File: config.mk
export PLATFORM = sky130hd
export DESIGN_NAME = i2c_host_regs
export DESIGN_NICKNAME = d
export VERILOG_FILES = /design/src/rtl/i2c_host_pkg.sv /design/src/rtl/i2c_link_fsm.sv /design/src/rtl/i2c_status_flags.sv /design/src/rtl/i2c_pad_router.sv /design/src/rtl/i2c_host_regs.sv
export SDC_FILE = /design/constraint.sdc
export NUM_CORES = 1
export LEC_CHECK = 0
export ABC_CLOCK_PERIOD_IN_PS = 1500
export CORE_UTILIZATION = 40
export CTS_BUF_LIST = sky130_fd_sc_hd__clkbuf_4 sky130_fd_sc_hd__clkbuf_8
export DETAILED_ROUTE_END_ITERATION = 10
export PLACE_DENSITY = 0.89
export SETUP_SLACK_MARGIN = 0.5
export SYNTH_ARGS = -nofsm -noshare
export SYNTH_HDL_FRONTEND = slang
export SYNTH_SLANG_ARGS = --single-unit
File: constraint.sdc
create_clock -name clk -period 1.5 [get_ports clk]
set_input_delay 0.3 -clock clk [delete_from_list [all_inputs] [get_ports clk]]
set_output_delay 0.3 -clock clk [all_outputs]
set_load 0.05 [all_outputs]
File: src/rtl/i2c_host_pkg.sv
package i2c_host_pkg;

    localparam int REG_W = 8;
    localparam int ADDR_W = 3;

    localparam logic [ADDR_W-1:0] A_DATA = 3'd0;
    localparam logic [ADDR_W-1:0] A_CTRL = 3'd1;
    localparam logic [ADDR_W-1:0] A_OWN  = 3'd2;
    localparam logic [ADDR_W-1:0] A_CLK  = 3'd3;
    localparam logic [ADDR_W-1:0] A_SW   = 3'd4;

    localparam int B_PIN = 7;
    localparam int B_ESO = 6;
    localparam int B_ENI = 3;
    localparam int B_STA = 2;
    localparam int B_STO = 1;
    localparam int B_ACK = 0;

    typedef enum logic [1:0] {
        ST_OFF  = 2'd0,
        ST_RUN  = 2'd1,
        ST_PEND = 2'd2
    } link_state_e;

    typedef struct packed {
        logic eso;
        logic eni;
        logic sta;
        logic sto;
        logic ack;
    } ctrl_t;

    typedef struct packed {
        logic bus_err;
        logic last_bit;
        logic addressed;
        logic arb_lost;
        logic bus_idle;
    } flags_t;

endpackage

File: src/rtl/i2c_link_fsm.sv
module i2c_link_fsm
    import i2c_host_pkg::*;
(
    input  logic        clk,
    input  logic        rst_n,
    input  logic        ctrl_wr,
    input  logic        wr_eso,
    input  logic        wr_pin,
    input  logic        data_acc,
    input  logic        byte_done,
    output link_state_e state,
    output logic        pin
);

    link_state_e state_q;
    link_state_e state_d;

    always_ff @(posedge clk or negedge rst_n) begin
        if (!rst_n) begin
            state_q <= ST_OFF;
        end else begin
            state_q <= state_d;
        end
    end

    always_comb begin
        state_d = state_q;
        if (ctrl_wr && !wr_eso) begin
            state_d = ST_OFF;
        end else begin
            unique case (state_q)
                ST_OFF: begin
                    if (ctrl_wr) state_d = ST_RUN;
                end
                ST_RUN: begin
                    if (byte_done) state_d = ST_PEND;
                end
                ST_PEND: begin
                    if (!byte_done && (data_acc || (ctrl_wr && wr_pin))) begin
                        state_d = ST_RUN;
                    end
                end
                default: state_d = ST_OFF;
            endcase
        end
    end

    always_comb begin
        state = state_q;
        pin   = (state_q != ST_PEND);
    end

    // a byte-complete in an enabled state pends unless the enable is dropped
    p_done_pends_r5: assert property (@(posedge clk) disable iff (!rst_n)
        (state_q != ST_OFF && byte_done && !(ctrl_wr && !wr_eso)) |=> (state_q == ST_PEND));

    // writing pending bit 0 leaves a pending byte pending
    p_pin_zero_noop_r8: assert property (@(posedge clk) disable iff (!rst_n)
        (state_q == ST_PEND && ctrl_wr && wr_eso && !wr_pin && !data_acc) |=> (state_q == ST_PEND));

    // servicing the data register without a new byte returns to run
    p_service_r6: assert property (@(posedge clk) disable iff (!rst_n)
        (state_q == ST_PEND && data_acc && !byte_done && !ctrl_wr) |=> (state_q == ST_RUN));

endmodule

File: src/rtl/i2c_status_flags.sv
module i2c_status_flags
    import i2c_host_pkg::*;
(
    input  logic   clk,
    input  logic   rst_n,
    input  logic   enable,
    input  logic   clr,
    input  logic   byte_done,
    input  logic   last_bit_in,
    input  logic   bus_err,
    input  logic   arb_lost,
    input  logic   addressed,
    input  logic   bus_busy,
    output flags_t flags
);

    flags_t flags_q;

    always_ff @(posedge clk or negedge rst_n) begin
        if (!rst_n) begin
            flags_q <= '{bus_err: 1'b0, last_bit: 1'b0, addressed: 1'b0,
                         arb_lost: 1'b0, bus_idle: 1'b1};
        end else begin
            flags_q.bus_idle <= !bus_busy;
            if (enable && bus_err)        flags_q.bus_err <= 1'b1;
            else if (clr)                 flags_q.bus_err <= 1'b0;
            if (enable && arb_lost)       flags_q.arb_lost <= 1'b1;
            else if (clr)                 flags_q.arb_lost <= 1'b0;
            if (enable && addressed)      flags_q.addressed <= 1'b1;
            else if (clr)                 flags_q.addressed <= 1'b0;
            if (enable && byte_done)      flags_q.last_bit <= last_bit_in;
            else if (clr)                 flags_q.last_bit <= 1'b0;
        end
    end

    assign flags = flags_q;

    // a clear with no competing strobe empties the event flags
    p_clear_r8: assert property (@(posedge clk) disable iff (!rst_n)
        (clr && !(enable && (bus_err || arb_lost || addressed || byte_done)))
        |=> (!flags_q.bus_err && !flags_q.arb_lost && !flags_q.addressed && !flags_q.last_bit));

    // a strobe in the clear cycle survives the clear
    p_strobe_wins_r9: assert property (@(posedge clk) disable iff (!rst_n)
        (clr && enable && bus_err) |=> flags_q.bus_err);

    // strobes while disabled leave the flags unchanged
    p_disabled_hold_r7: assert property (@(posedge clk) disable iff (!rst_n)
        (!enable && !clr) |=> (flags_q.bus_err == $past(flags_q.bus_err)
                               && flags_q.arb_lost == $past(flags_q.arb_lost)));

endmodule

File: src/rtl/i2c_pad_router.sv
module i2c_pad_router #(
    parameter int NUM_PAIRS = 2,
    localparam int SEL_W = (NUM_PAIRS > 1) ? $clog2(NUM_PAIRS) : 1
) (
    input  logic [SEL_W-1:0]     sel,
    input  logic                 en,
    input  logic                 scl_low,
    input  logic                 sda_low,
    input  logic [NUM_PAIRS-1:0] pad_scl_in,
    input  logic [NUM_PAIRS-1:0] pad_sda_in,
    output logic [NUM_PAIRS-1:0] pad_scl_low,
    output logic [NUM_PAIRS-1:0] pad_sda_low,
    output logic                 scl_in,
    output logic                 sda_in
);

    for (genvar k = 0; k < NUM_PAIRS; k++) begin : g_pair
        logic hit;
        assign hit            = en && (sel == SEL_W'(k));
        assign pad_scl_low[k] = hit && scl_low;
        assign pad_sda_low[k] = hit && sda_low;
    end

    always_comb begin
        scl_in = 1'b1;
        sda_in = 1'b1;
        for (int k = 0; k < NUM_PAIRS; k++) begin
            if (sel == SEL_W'(k)) begin
                scl_in = pad_scl_in[k];
                sda_in = pad_sda_in[k];
            end
        end
    end

endmodule

File: src/rtl/i2c_host_regs.sv
module i2c_host_regs
    import i2c_host_pkg::*;
#(
    parameter int NUM_PAIRS = 2,
    localparam int SEL_W = (NUM_PAIRS > 1) ? $clog2(NUM_PAIRS) : 1
) (
    input  logic                 clk,
    input  logic                 rst_n,
    input  logic                 cpu_cs,
    input  logic                 cpu_we,
    input  logic [ADDR_W-1:0]    cpu_addr,
    input  logic [REG_W-1:0]     cpu_wdata,
    output logic [REG_W-1:0]     cpu_rdata,
    input  logic                 eng_byte_done,
    input  logic [REG_W-1:0]     eng_rx_data,
    input  logic                 eng_last_bit,
    input  logic                 eng_bus_err,
    input  logic                 eng_arb_lost,
    input  logic                 eng_addressed,
    input  logic                 eng_bus_busy,
    input  logic                 eng_scl_low,
    input  logic                 eng_sda_low,
    output logic                 eng_scl_in,
    output logic                 eng_sda_in,
    output logic                 serial_en,
    output logic                 req_start,
    output logic                 req_stop,
    output logic                 req_ack,
    output logic [REG_W-1:0]     tx_data,
    output logic [REG_W-1:0]     own_addr,
    output logic [REG_W-1:0]     clk_cfg,
    output logic                 irq_n,
    input  logic [NUM_PAIRS-1:0] pad_scl_in,
    input  logic [NUM_PAIRS-1:0] pad_sda_in,
    output logic [NUM_PAIRS-1:0] pad_scl_low,
    output logic [NUM_PAIRS-1:0] pad_sda_low
);

    ctrl_t             ctrl_q;
    logic [REG_W-1:0]  data_q;
    logic [REG_W-1:0]  own_q;
    logic [REG_W-1:0]  clk_q;
    logic [SEL_W-1:0]  sw_q;

    logic wr_ctrl;
    logic data_acc;
    logic data_wr;
    logic done_g;
    logic pin_clr;
    logic pin;
    logic unused_rsv;
    link_state_e link_state;
    flags_t      flags;

    assign unused_rsv = ^cpu_wdata[5:4];

    assign wr_ctrl  = cpu_cs && cpu_we && (cpu_addr == A_CTRL);
    assign data_acc = cpu_cs && (cpu_addr == A_DATA) && ctrl_q.eso;
    assign data_wr  = data_acc && cpu_we;
    assign done_g   = eng_byte_done && ctrl_q.eso;
    assign pin_clr  = wr_ctrl && cpu_wdata[B_PIN];

    always_ff @(posedge clk or negedge rst_n) begin
        if (!rst_n) begin
            ctrl_q <= '0;
            data_q <= '0;
            own_q  <= '0;
            clk_q  <= '0;
            sw_q   <= '0;
        end else begin
            if (wr_ctrl) begin
                ctrl_q.eso <= cpu_wdata[B_ESO];
                ctrl_q.eni <= cpu_wdata[B_ENI];
                ctrl_q.sta <= cpu_wdata[B_STA];
                ctrl_q.sto <= cpu_wdata[B_STO];
                ctrl_q.ack <= cpu_wdata[B_ACK];
            end
            if (done_g)       data_q <= eng_rx_data;
            else if (data_wr) data_q <= cpu_wdata;
            if (cpu_cs && cpu_we && cpu_addr == A_OWN) own_q <= cpu_wdata;
            if (cpu_cs && cpu_we && cpu_addr == A_CLK) clk_q <= cpu_wdata;
            if (cpu_cs && cpu_we && cpu_addr == A_SW)  sw_q  <= cpu_wdata[SEL_W-1:0];
        end
    end

    i2c_link_fsm u_fsm (
        .clk       (clk),
        .rst_n     (rst_n),
        .ctrl_wr   (wr_ctrl),
        .wr_eso    (cpu_wdata[B_ESO]),
        .wr_pin    (cpu_wdata[B_PIN]),
        .data_acc  (data_acc),
        .byte_done (done_g),
        .state     (link_state),
        .pin       (pin)
    );

    i2c_status_flags u_flags (
        .clk         (clk),
        .rst_n       (rst_n),
        .enable      (ctrl_q.eso),
        .clr         (pin_clr),
        .byte_done   (eng_byte_done),
        .last_bit_in (eng_last_bit),
        .bus_err     (eng_bus_err),
        .arb_lost    (eng_arb_lost),
        .addressed   (eng_addressed),
        .bus_busy    (eng_bus_busy),
        .flags       (flags)
    );

    i2c_pad_router #(.NUM_PAIRS(NUM_PAIRS)) u_router (
        .sel         (sw_q),
        .en          (ctrl_q.eso),
        .scl_low     (eng_scl_low),
        .sda_low     (eng_sda_low),
        .pad_scl_in  (pad_scl_in),
        .pad_sda_in  (pad_sda_in),
        .pad_scl_low (pad_scl_low),
        .pad_sda_low (pad_sda_low),
        .scl_in      (eng_scl_in),
        .sda_in      (eng_sda_in)
    );

    always_comb begin
        cpu_rdata = '0;
        case (cpu_addr)
            A_DATA: cpu_rdata = ctrl_q.eso ? data_q : '0;
            A_CTRL: begin
                if (ctrl_q.eso) begin
                    cpu_rdata = {pin, 2'b00, flags.bus_err, flags.last_bit,
                                 flags.addressed, flags.arb_lost, flags.bus_idle};
                end else begin
                    cpu_rdata = {4'b0000, ctrl_q.eni, ctrl_q.sta, ctrl_q.sto, ctrl_q.ack};
                end
            end
            A_OWN:   cpu_rdata = own_q;
            A_CLK:   cpu_rdata = clk_q;
            A_SW:    cpu_rdata = REG_W'(sw_q);
            default: cpu_rdata = '0;
        endcase
    end

    assign serial_en = ctrl_q.eso;
    assign req_start = ctrl_q.eso && ctrl_q.sta;
    assign req_stop  = ctrl_q.eso && ctrl_q.sto;
    assign req_ack   = ctrl_q.eso && ctrl_q.ack;
    assign tx_data   = data_q;
    assign own_addr  = own_q;
    assign clk_cfg   = clk_q;
    assign irq_n     = !(ctrl_q.eni && !pin);

    // data writes while disabled leave the data register unchanged
    p_data_off_r7: assert property (@(posedge clk) disable iff (!rst_n)
        (cpu_cs && cpu_we && cpu_addr == A_DATA && !ctrl_q.eso && !wr_ctrl) |=> $stable(data_q));

    // a serviced pending byte releases the interrupt on the next cycle
    p_irq_release_r10: assert property (@(posedge clk) disable iff (!rst_n)
        (link_state == ST_PEND && data_acc && !eng_byte_done) |=> irq_n);

    // the enable state and the pad drives agree
    p_pads_off_r12: assert property (@(posedge clk) disable iff (!rst_n)
        (link_state == ST_OFF) |-> (pad_scl_low == '0 && pad_sda_low == '0));

endmodule

==> summary.txt, run 1 <==
Outcome
  • Run status: complete, but fails checks
  • Violations in the final reports: negative hold slack, negative setup slack

Route
  • Count of TritonRoute iterations in the first routing pass: 4
  • WL per Instance: 25.60 um
  • Routed WL: between 9 and 10 mm
  • Residual DRC count: 0
  • Average vias per placed instance: 6.008
  • Antenna violation net count after detailed routing: 0
  • Detailed router's first-iteration violation count: 261
  • Number of vias after detailed routing: roughly 2200

Cells and area
  • Filler instances: 166
  • Final cell count without fillers: 359
  • Final cell utilization of the core: 89.63%
  • Nets@finish: 339
  • Syn-to-layout area delta: 115.7%
  • Diodes inserted: 0
  • Share of layout cells above drive strength 1: 71.15%

Setup path
  • Start-to-end type of the worst setup path: register to output port
  • WP data arrival: about 1.9 ns
  • Slack of the worst reg-to-reg path: -0.55 ns
  • Critical Path Sink Type: output port
  • CP Launch Type: register
  • Max Fanout on Critical Path: 8
  • Worst path required time: 1.20 ns

Synth
  • Count of distinct cell types in the synthesized netlist: 37
  • Syn_area_per_cell: 11.96 um^2
  • Register area share after synthesis: 47.56%
  • Number of enable-type register cells in the synthesized netlist: 0
  • Yosys warning count: 0
  • Dominant synthesized flop cell: dfrtp_1
  • Synth async-reset ratio: 100.0%
  • Number of storage elements in the synthesis netlist: 37
  • Syn_nets: 198
  • Post-synth design cell area: 1949 um^2
  • Synthesized instance count: 163

Global routing
  • Number of antenna violations at the first check in global routing: 0
  • Global-route wire length before repair: 12.65 mm
  • Overall global routing resource usage: ~34%
  • Gr ovfl total: 0
  • Vias in the first global route: roughly 2300
  • Pin count of the biggest net entering global routing: 22

STA
  • Min Clock Period, post-route: 2.182 ns
  • Hold violation total from the final report: 19
  • Setup TNS: -11.50 ns
  • Part of the cycle the worst path needs: 145.5%
  • F_max: 458.3 MHz
  • Final worst hold slack: -0.03162 ns
  • Least-Margin Pin Slew: ~0.54 ns
  • Number of pins with negative max-slew slack in the final report: 0
  • Final worst slack: -0.6819 ns
  • Final number of setup-violating endpoints: 28
  • Normalized max-slew margin: 64.26%
  • Final clock skew: 0.008144 ns
  • Setup repair after global routing missed its margin: true

Floorplan
  • Die X: 71.81 um
  • Site Rows: 25
  • Core Area: 4692 um^2
  • Die Ht: 71.81 um
  • Starting Density: about two fifths
  • Top Ports: 78
  • Total Die Area: 5157 um^2

Power and ir drop
  • Sequential group share of total power: 26.7%
  • Leak pwr: 1.927 nW
  • Switching power of the nets: 0.002624 W
  • Internal power: 0.003711 W
  • Fraction of power consumed by combinational cells: 61.0%
  • Max rail drop VDD: 1.303 mV
  • Fraction of power spent switching nets: 41.42%
  • Proportion of power drawn by the clock network: 12.3%
  • Pwr per Cell Area: ~1500 nW/um^2

Flow run
  • Max-cap check violation count: 0

Placement
  • Dpl hpwl: 4.905 mm
  • Placer's final routability congestion estimate: 0.8761
  • Count of port buffers added during placement: 77
  • Cell count after placement: 321

Clock network
  • Root buf cell: clkbuf_8
  • Depth of the CTS H-tree: 2
  • Buffer levels on the longest clock path: 2
  • Clock transition at the register clock pins on the worst setup and hold paths after CTS: approximately 0.080 ns
  • Clock sink count: 37
  • Worst-skew pair later-pin latency: 0.30 ns
  • Total CTS buffers: 5
  • Clock tree from TritonCTS: yes

Worst hold path
  • Worst hold-check path type: input pin to asynchronous set/reset pin
-- final timing paths --
check / startpoint / to / cells past startpoint
hold / removal: rst_n / own_addr[0]$_DFFE_PN0P_ / 1
setup / recovery: serial_en$_DFFE_PN0N_ / cpu_rdata[2] / 4
setup reg to reg: serial_en$_DFFE_PN0N_ / u_fsm.state[0]$_DFFE_PN0P_ / 8
max in group asynchronous: rst_n / tx_data[5]$_DFFE_PN0P_ / 2
hold reg to reg: u_flags.flags[4]$_DFFE_PN0P_ / u_flags.flags[4]$_DFFE_PN0P_ / 1
min in group clk: cpu_wdata[7] / own_addr[7]$_DFFE_PN0P_ / 2
-- worst max-delay path, cell delays in order (launching register included) --
cell     delay, ns
dfrtp_2       0.53
mux2_4        0.35
a22o_1        0.21
a221o_2       0.34
buf_12        0.16
-- sequential cells by signal, summed over array words and instances, names as in the netlist --
register	cells
ctrl_q	4
u_fsm.state	2
clk_cfg	8
sw_q	1
own_addr	8
tx_data	8
u_flags.flags	5
serial_en	1
-- cell families (layout without fill, tap and decap cells) --
group / after synthesis / in the layout / synth area share (%)
compound gates: 31 / 32 / 13.54
xor+xnor: 1 / 1 / 0.4494
buf+inv: 13 / 153 / 4.686
flops: 37 / 37 / 47.56
mux: 36 / 36 / 20.28
simple gates: 45 / 46 / 13.48
-- per-stage QoR --
stage / hold WS, ns / total power (W) / worst slack, ns / area [um^2]
final: -0.03162 / 0.006335 / -0.6819 / 4205
after global routing: -0.007261 / 0.006496 / -0.7068 / 4205
after CTS: -0.01418 / 0.006039 / -0.6135 / 4073
after detailed placement: 0.3038 / 0.004972 / -0.7177 / 3628
after global placement: 0.2851 / 0.004876 / -0.6386 / 3628
after floorplan: 0.004409 / 0.003265 / -0.3805 / 2198
-- cell usage in the layout (no fill, tap or decap), types with 3 or more instances in the layout --
| master | n |
|---|---|
| buf_12 | 44 |
| buf_4 | 37 |
| buf_6 | 29 |
| mux2_4 | 28 |
| clkdlybuf4s50_1 | 27 |
| dfrtp_1 | 22 |
| dfrtp_2 | 14 |
| and3_4 | 8 |
| mux2i_1 | 8 |
| nand2_4 | 6 |
| a22o_1 | 6 |
| a21oi_2 | 6 |
| clkbuf_8 | 6 |
| nand2_1 | 5 |
| nor2_2 | 5 |
| nor2_4 | 5 |
| a221o_2 | 4 |
| and2_4 | 4 |
| a22oi_2 | 3 |
| dlygate4sd2_1 | 3 |
-- power by group through the flow --
stage,Sequential [W],Clock (W),Combinational [W]
6_report,0.00169,0.000781,0.00386
5_1_grt,0.00170,0.000823,0.00397
4_1_cts,0.00163,0.000775,0.00364
3_5_place_dp,0.00164,0,0.00333
3_3_place_gp,0.00162,0,0.00326
2_1_floorplan,0.00218,0,0.00108
-- synthesized netlist by cell type (3+ instances only) --
master / number / share of area (%)
mux2i_1: 8 / 4.1
a22o_1: 6 / 2.7
and3_1: 6 / 1.9
buf_2: 4 / 1.0
and2_1: 4 / 1.3
nor2_1: 12 / 2.3
mux2_2: 28 / 16
buf_6: 5 / 2.9
nand2_1: 12 / 2.3
a221o_2: 3 / 1.7
a22oi_1: 4 / 1.5
a21oi_1: 8 / 2.1
dfrtp_1: 36 / 46
-- metal layers --
metal	up-vias	global-route usage [%]	wire [um]
met5	-	0	0
met4	0	20.04	503
met3	49	6.470	624
met2	159	57.13	4643
met1	1059	40.36	3420
li1	890	-	-
-- area by class of cell --
type | instances | area, um^2 | area share [%]
repair buffers | 143 | 1817 | 43.20
multi-input cells | 115 | 1269 | 30.17
flip-flops and latches | 37 | 944.7 | 22.46
clock buffers | 8 | 97.59 | 2.321
well taps | 54 | 67.56 | 1.607
inverters | 2 | 10.01 | 0.2380
-- timing repair --
| item | in CTS | in global routing |
|---|---|---|
| resized for setup | 69 | 25 |
| endpoints found under the hold margin | 19 | 0 |
| pin swaps | 11 | 6 |
| buffers inserted | 21 | 7 |
| endpoints found under the setup margin | 79 | 79 |
| cloned | 2 | 0 |
Power figures use the tool's default switching activity.
==> run 2: changes to the inputs <==
--- a/config.mk
+++ b/config.mk
@@ -5,6 +5,7 @@
 export SDC_FILE = /design/constraint.sdc
 export NUM_CORES = 1
 export LEC_CHECK = 0
+export ABC_AREA = 1
 export ABC_CLOCK_PERIOD_IN_PS = 1500
 export CORE_UTILIZATION = 40
 export CTS_BUF_LIST = sky130_fd_sc_hd__clkbuf_4 sky130_fd_sc_hd__clkbuf_8
==> run 2 against run 1 <==
Net effect:
- area after synthesis down 2.5%
- the run now fails in global routing (5_1_grt)
- synthesized cell count up 47%
==> summary.txt, run 2 <==
Outcome
  • Stage where the flow stopped: global routing (5_1_grt)
  • Run status: did not finish
  • First reported error: [ERROR DPL-0038] Utilization greater than 100%, impossible to legalize

Placement
  • Dpl hpwl: 5.371 mm
  • Placer's final routability congestion estimate: 0.8800
  • Worst-case setup slack after placement: -0.6163 ns
  • Count of port buffers added during placement: 77
  • Cell count after placement: 395

Synth
  • Synthesized instance count: 240
  • Largest area contributor in the netlist: dfrtp_1
  • Most frequent cells after synthesis: nand2_1 (80), dfrtp_1 (36), inv_1 (30)
  • Syn_nets: 275
  • Yosys warning count: 0
  • Fraction of synthesized cell area taken by the top area cell type: between 40% and 50%
  • Syn_area_per_cell: between 7 and 8 um^2
  • Number of storage elements in the synthesis netlist: 37
  • Cell with the most instances after synthesis: nand2_1
  • Dominant synthesized flop cell: dfrtp_1
  • Count of distinct cell types in the synthesized netlist: 27
  • Top area cells in the synthesized netlist: dfrtp_1 (47%), nand2_1 (16%), o21ai_0 (7.6%), inv_1 (5.9%), o211ai_1 (3.6%)
  • Number of enable-type register cells in the synthesized netlist: 0
  • Register area share after synthesis: 48.78%
  • Post-synth design cell area: 1901 um^2
  • Synth async-reset ratio: 100.0%

Floorplan
  • Starting Density: 42.48%
  • Site Rows: 24
  • Die Ht: between 70 and 80 um
  • Die X: 70.93 um
  • Top Ports: 78

Clock network
  • CTS Hold Buffers Added: 0
  • Root buf cell: clkbuf_8
  • Depth of the CTS H-tree: 2
  • Clock sink count: 37
  • Buffer levels on the longest clock path: 2
  • Total CTS buffers: 5

STA
  • Pin type at the end of the worst path: output port
  • Worst Endpoint after GRT Repair: cpu_rdata[7]

Global routing
  • Pin count of the biggest net entering global routing: 38
-- run 2: cell types whose count changed after synthesis, sizes merged, moves of 5 or more --
cell	previous run	this run
inv	2	32
a22oi	5	0
and3	7	0
o211ai	0	9
o21ai	1	31
mux2i	8	0
a21oi	8	1
nand2	12	83
mux2	28	0
nand3	1	14
-- run 2: metrics by stage --
stage               hold WS, ns  area [um^2]  util [%]  TNS, ns
global placement         0.4875         3558     79.53   -13.23
detailed placement       0.4989         3558     79.53   -17.27
CTS                      0.3791         4220     94.32   -3.989
floorplan              0.004409         2096         -   -2.989
-- run 2: kinds of logic after synthesis --
family                 Yosys count  synth area share (%)
flip-flops                      37                 48.78
AND/OR/NAND/NOR                114                 26.27
AO/OA/AOI/OAI                   50                 16.59
buffers and inverters           39                 8.361
-- run 2: timing repair --
action,CTS
endpoints found under the setup margin,79
gates resized for setup,108
pin swaps,25
setup buffers,24
cloned,4
==> run 3: changes to the inputs <==
--- a/config.mk
+++ b/config.mk
@@ -6,12 +6,10 @@
 export NUM_CORES = 1
 export LEC_CHECK = 0
 export ABC_AREA = 1
-export ABC_CLOCK_PERIOD_IN_PS = 1500
+export ABC_CLOCK_PERIOD_IN_PS = 1950
 export CORE_UTILIZATION = 40
-export CTS_BUF_LIST = sky130_fd_sc_hd__clkbuf_4 sky130_fd_sc_hd__clkbuf_8
 export DETAILED_ROUTE_END_ITERATION = 10
-export PLACE_DENSITY = 0.89
-export SETUP_SLACK_MARGIN = 0.5
+export PLACE_DENSITY_LB_ADDON = 0.15
 export SYNTH_ARGS = -nofsm -noshare
 export SYNTH_HDL_FRONTEND = slang
 export SYNTH_SLANG_ARGS = --single-unit
==> constraint.sdc (replaced) <==
create_clock -name clk -period 1.95 [get_ports clk]
set_input_delay 0.39 -clock clk [delete_from_list [all_inputs] [get_ports clk]]
set_output_delay 0.39 -clock clk [all_outputs]
set_load 0.05 [all_outputs]
==> run 3 against run 2 <==
Net effect:
- the flow now finishes, with violations (design-rule violations)
- synthesized cell count stayed put
- area after synthesis is the same
==> summary.txt, run 3 <==
STA
  • Part of the cycle the worst path needs: 98.55%
  • Normalized max-slew margin: 65.72%
  • Setup TNS: 0 ns
  • Final worst hold slack: 0.4176 ns
  • Setup repair after global routing missed its margin: true
  • F_max: 520.4 MHz
  • Least-Margin Pin Slew: 0.5126 ns
  • Hold violation total from the final report: 0
  • Final number of setup-violating endpoints: 0
  • Min Clock Period, post-route: between 1.5 and 2 ns
  • Final clock skew: 0.002661 ns
  • Number of pins with negative max-slew slack in the final report: 0

Synth
  • Register area share after synthesis: around 50%
  • Count of distinct cell types in the synthesized netlist: 27
  • Number of enable-type register cells in the synthesized netlist: 0
  • Post-synth design cell area: 1901 um^2
  • Cell with the most instances after synthesis: nand2_1
  • Syn_area_per_cell: 7.919 um^2
  • Yosys warning count: 0
  • Synth async-reset ratio: 100.0%
  • Syn_nets: 275
  • Fraction of the mapped netlist area in simple logic gates: a little over a quarter
  • Fraction of synthesized cell area taken by the top area cell type: 47.40%
  • Dominant synthesized flop cell: dfrtp_1
  • Top area cells in the synthesized netlist: dfrtp_1 (47%), nand2_1 (16%), o21ai_0 (7.6%), inv_1 (5.9%), o211ai_1 (3.6%)
  • Most frequent cells after synthesis: nand2_1 (80), dfrtp_1 (36), inv_1 (30)
  • Mux cell area share after synthesis: 0%
  • Number of storage elements in the synthesis netlist: 37
  • Adder and majority cell fraction of the synthesized area: 0%
  • Xor/xnor share of the synthesized area: 0%
  • Synthesized instance count: 240
  • Area fraction in compound gates after synthesis: 16.59%
  • Largest area contributor in the netlist: dfrtp_1
  • Main combinational cell family by area after synthesis: simple AND/OR/NAND/NOR gates

Setup path
  • WP depth: 8
  • Slack of the worst reg-to-reg path: a little under 0.5 ns
  • WP data arrival: between 1.5 and 2 ns
  • Start-to-end type of the worst setup path: register to output port
  • FF-to-FF End: tx_data[7]$_DFFE_PN0P_
  • Buffering stage count on the worst path with inverters included: 2
  • Delay of the slowest cell on the worst path: roughly 0.48 ns
  • Cell family with most CP delay: flip-flops
  • Crit path max-delay cell type: dfrtp_2
  • Worst path required time: 1.56 ns
  • Cell depth of the worst flop-to-flop path: 7
  • End point of the critical path: cpu_rdata[0]
  • Max Fanout on Critical Path: 8
  • Critical Path Source: serial_en$_DFFE_PN0N_
  • Most numerous cell on the critical path: nand2_1
  • Critical Path Sink Type: output port
  • Startpoint of the worst register-to-register path: serial_en$_DFFE_PN0N_
  • Crit-path cells: buf_6 -> nand2_1 -> nand2_1 -> nand2_1 -> nand2_1 -> nor2_1 -> o21ai_2 -> buf_12
  • CP Launch Type: register

Placement
  • Dpl hpwl: roughly 4.6 mm
  • Count of port buffers added during placement: between 70 and 80
  • Instance area at placement: between 3000 and 4000 um^2
  • Placer's final routability congestion estimate: 0.8412

Route
  • Count of TritonRoute iterations in the first routing pass: 8
  • Average vias per placed instance: between 5 and 6
  • WL per Instance: 15.23 um
  • Number of vias after detailed routing: 2115
  • Routed WL: 6.137 mm
  • Residual DRC count: 12
  • Antenna violation net count after detailed routing: 0
  • Detailed router's first-iteration violation count: 160

Floorplan
  • Die Ht: 70.93 um
  • Core Area: ~4500 um^2
  • Total Die Area: 5031 um^2
  • Die X: 70.93 um
  • Site Rows: 24
  • Starting Density: a little over two fifths
  • Top Ports: 78

Cells and area
  • Most common library cell in the layout ignoring fill and taps: nand2_1
  • Nets@finish: 386
  • Most frequent cells in the layout: nand2_1 (80), clkdlybuf4s50_1 (47), dfrtp_1 (35)
  • Syn-to-layout area delta: 74.52%
  • Share of layout cells above drive strength 1: 26.50%
  • Diodes inserted: 0
  • Cell area after layout: 3317 um^2

Outcome
  • Run status: complete, but fails checks
  • Violations in the final reports: design-rule violations

Clock network
  • Clock tree from TritonCTS: yes
  • Depth of the CTS H-tree: 2
  • Root buf cell: clkbuf_8
  • Total CTS buffers: 5
  • Clock sink count: 37
  • Worst-skew pair later-pin latency: slightly below 0.3 ns
  • Clock transition at the register clock pins on the worst setup and hold paths after CTS: ~0.07 ns
  • Buffer levels on the longest clock path: 2

Power and ir drop
  • Pwr per Cell Area: slightly above 1000 nW/um^2
  • Max rail drop VDD: 0.6118 mV
  • Leak pwr: 1.599 nW
  • Total Power: about 0.0034 W

Worst hold path
  • Worst hold-check path type: input pin to asynchronous set/reset pin

Global routing
  • Pin count of the biggest net entering global routing: 37
  • Global-route wire length before repair: 9.873 mm
  • Vias in the first global route: 2039
  • Number of antenna violations at the first check in global routing: 0
  • Overall global routing resource usage: 25.99%
  • Gr ovfl total: 0

Flow run
  • Max-cap check violation count: 0
==> run 3: cell counts after synthesis <==
No cell type changed its count.
==> run 3: repair_timing <==
item	CTS	global route
hold buffers	1	0
setup endpoints to repair	8	8
resized for setup	9	10
cloned	0	0
setup buffers	7	3
endpoints found under the hold margin	1	0
pin swaps	3	5
==> run 3: final cells by class <==
type,count,area (um^2)
flip-flops and latches,37,928.4
repair buffers,110,1215
well taps,52,65.06
fillers,321,1157
inverters,33,125.1
clock buffers,7,86.33
multi-input cells,164,897.1
==> run 3: cell families after synthesis <==
| logic type | count (synthesis) |
|---|---|
| AND/OR/NAND/NOR | 114 |
| flip-flops | 37 |
| buffers and inverters | 39 |
| AO/OA/AOI/OAI | 50 |
==> run 3: metrics by stage <==
stage | worst slack (ns) | utilization (%) | instances
finish | 0.02831 | 74.13 | 403
global route | -0.06218 | 74.13 | 403
CTS | 0.002982 | 73.80 | 400
detailed placement | -0.2870 | 69.99 | 385
global placement | -0.2435 | 69.99 | 385
floorplan | -0.09933 | - | 240
==> run 3: where the power goes <==
group,internal [W],switching (W)
clock network,0.000280,0.000265
registers,0.000928,0.000142
logic,0.000690,0.00108
total,0.00190,0.00149
==> run 3: worst min-delay path by stage <==
stage                     cells after the start  slack [ns]   from                endpoint
after CTS                                     2        0.41  rst_n   serial_en$_DFFE_PN0N_
after global routing                          2        0.43  rst_n   serial_en$_DFFE_PN0N_
after global placement                        1        0.19  rst_n   serial_en$_DFFE_PN0N_
after floorplan                               0        0.09  rst_n  clk_cfg[0]$_DFFE_PN0P_
after detailed placement                      1        0.19  rst_n   serial_en$_DFFE_PN0N_
final                                         2        0.42  rst_n   serial_en$_DFFE_PN0N_
==> run 3: per-layer routing <==
layer	wire length [um]	global-route usage (%)	vias to the layer above
li1	-	-	1013
met1	2545	35.27	1000
met2	3049	42.52	92
met3	428	4.986	10
met4	113	7.778	0
met5	0	0	-
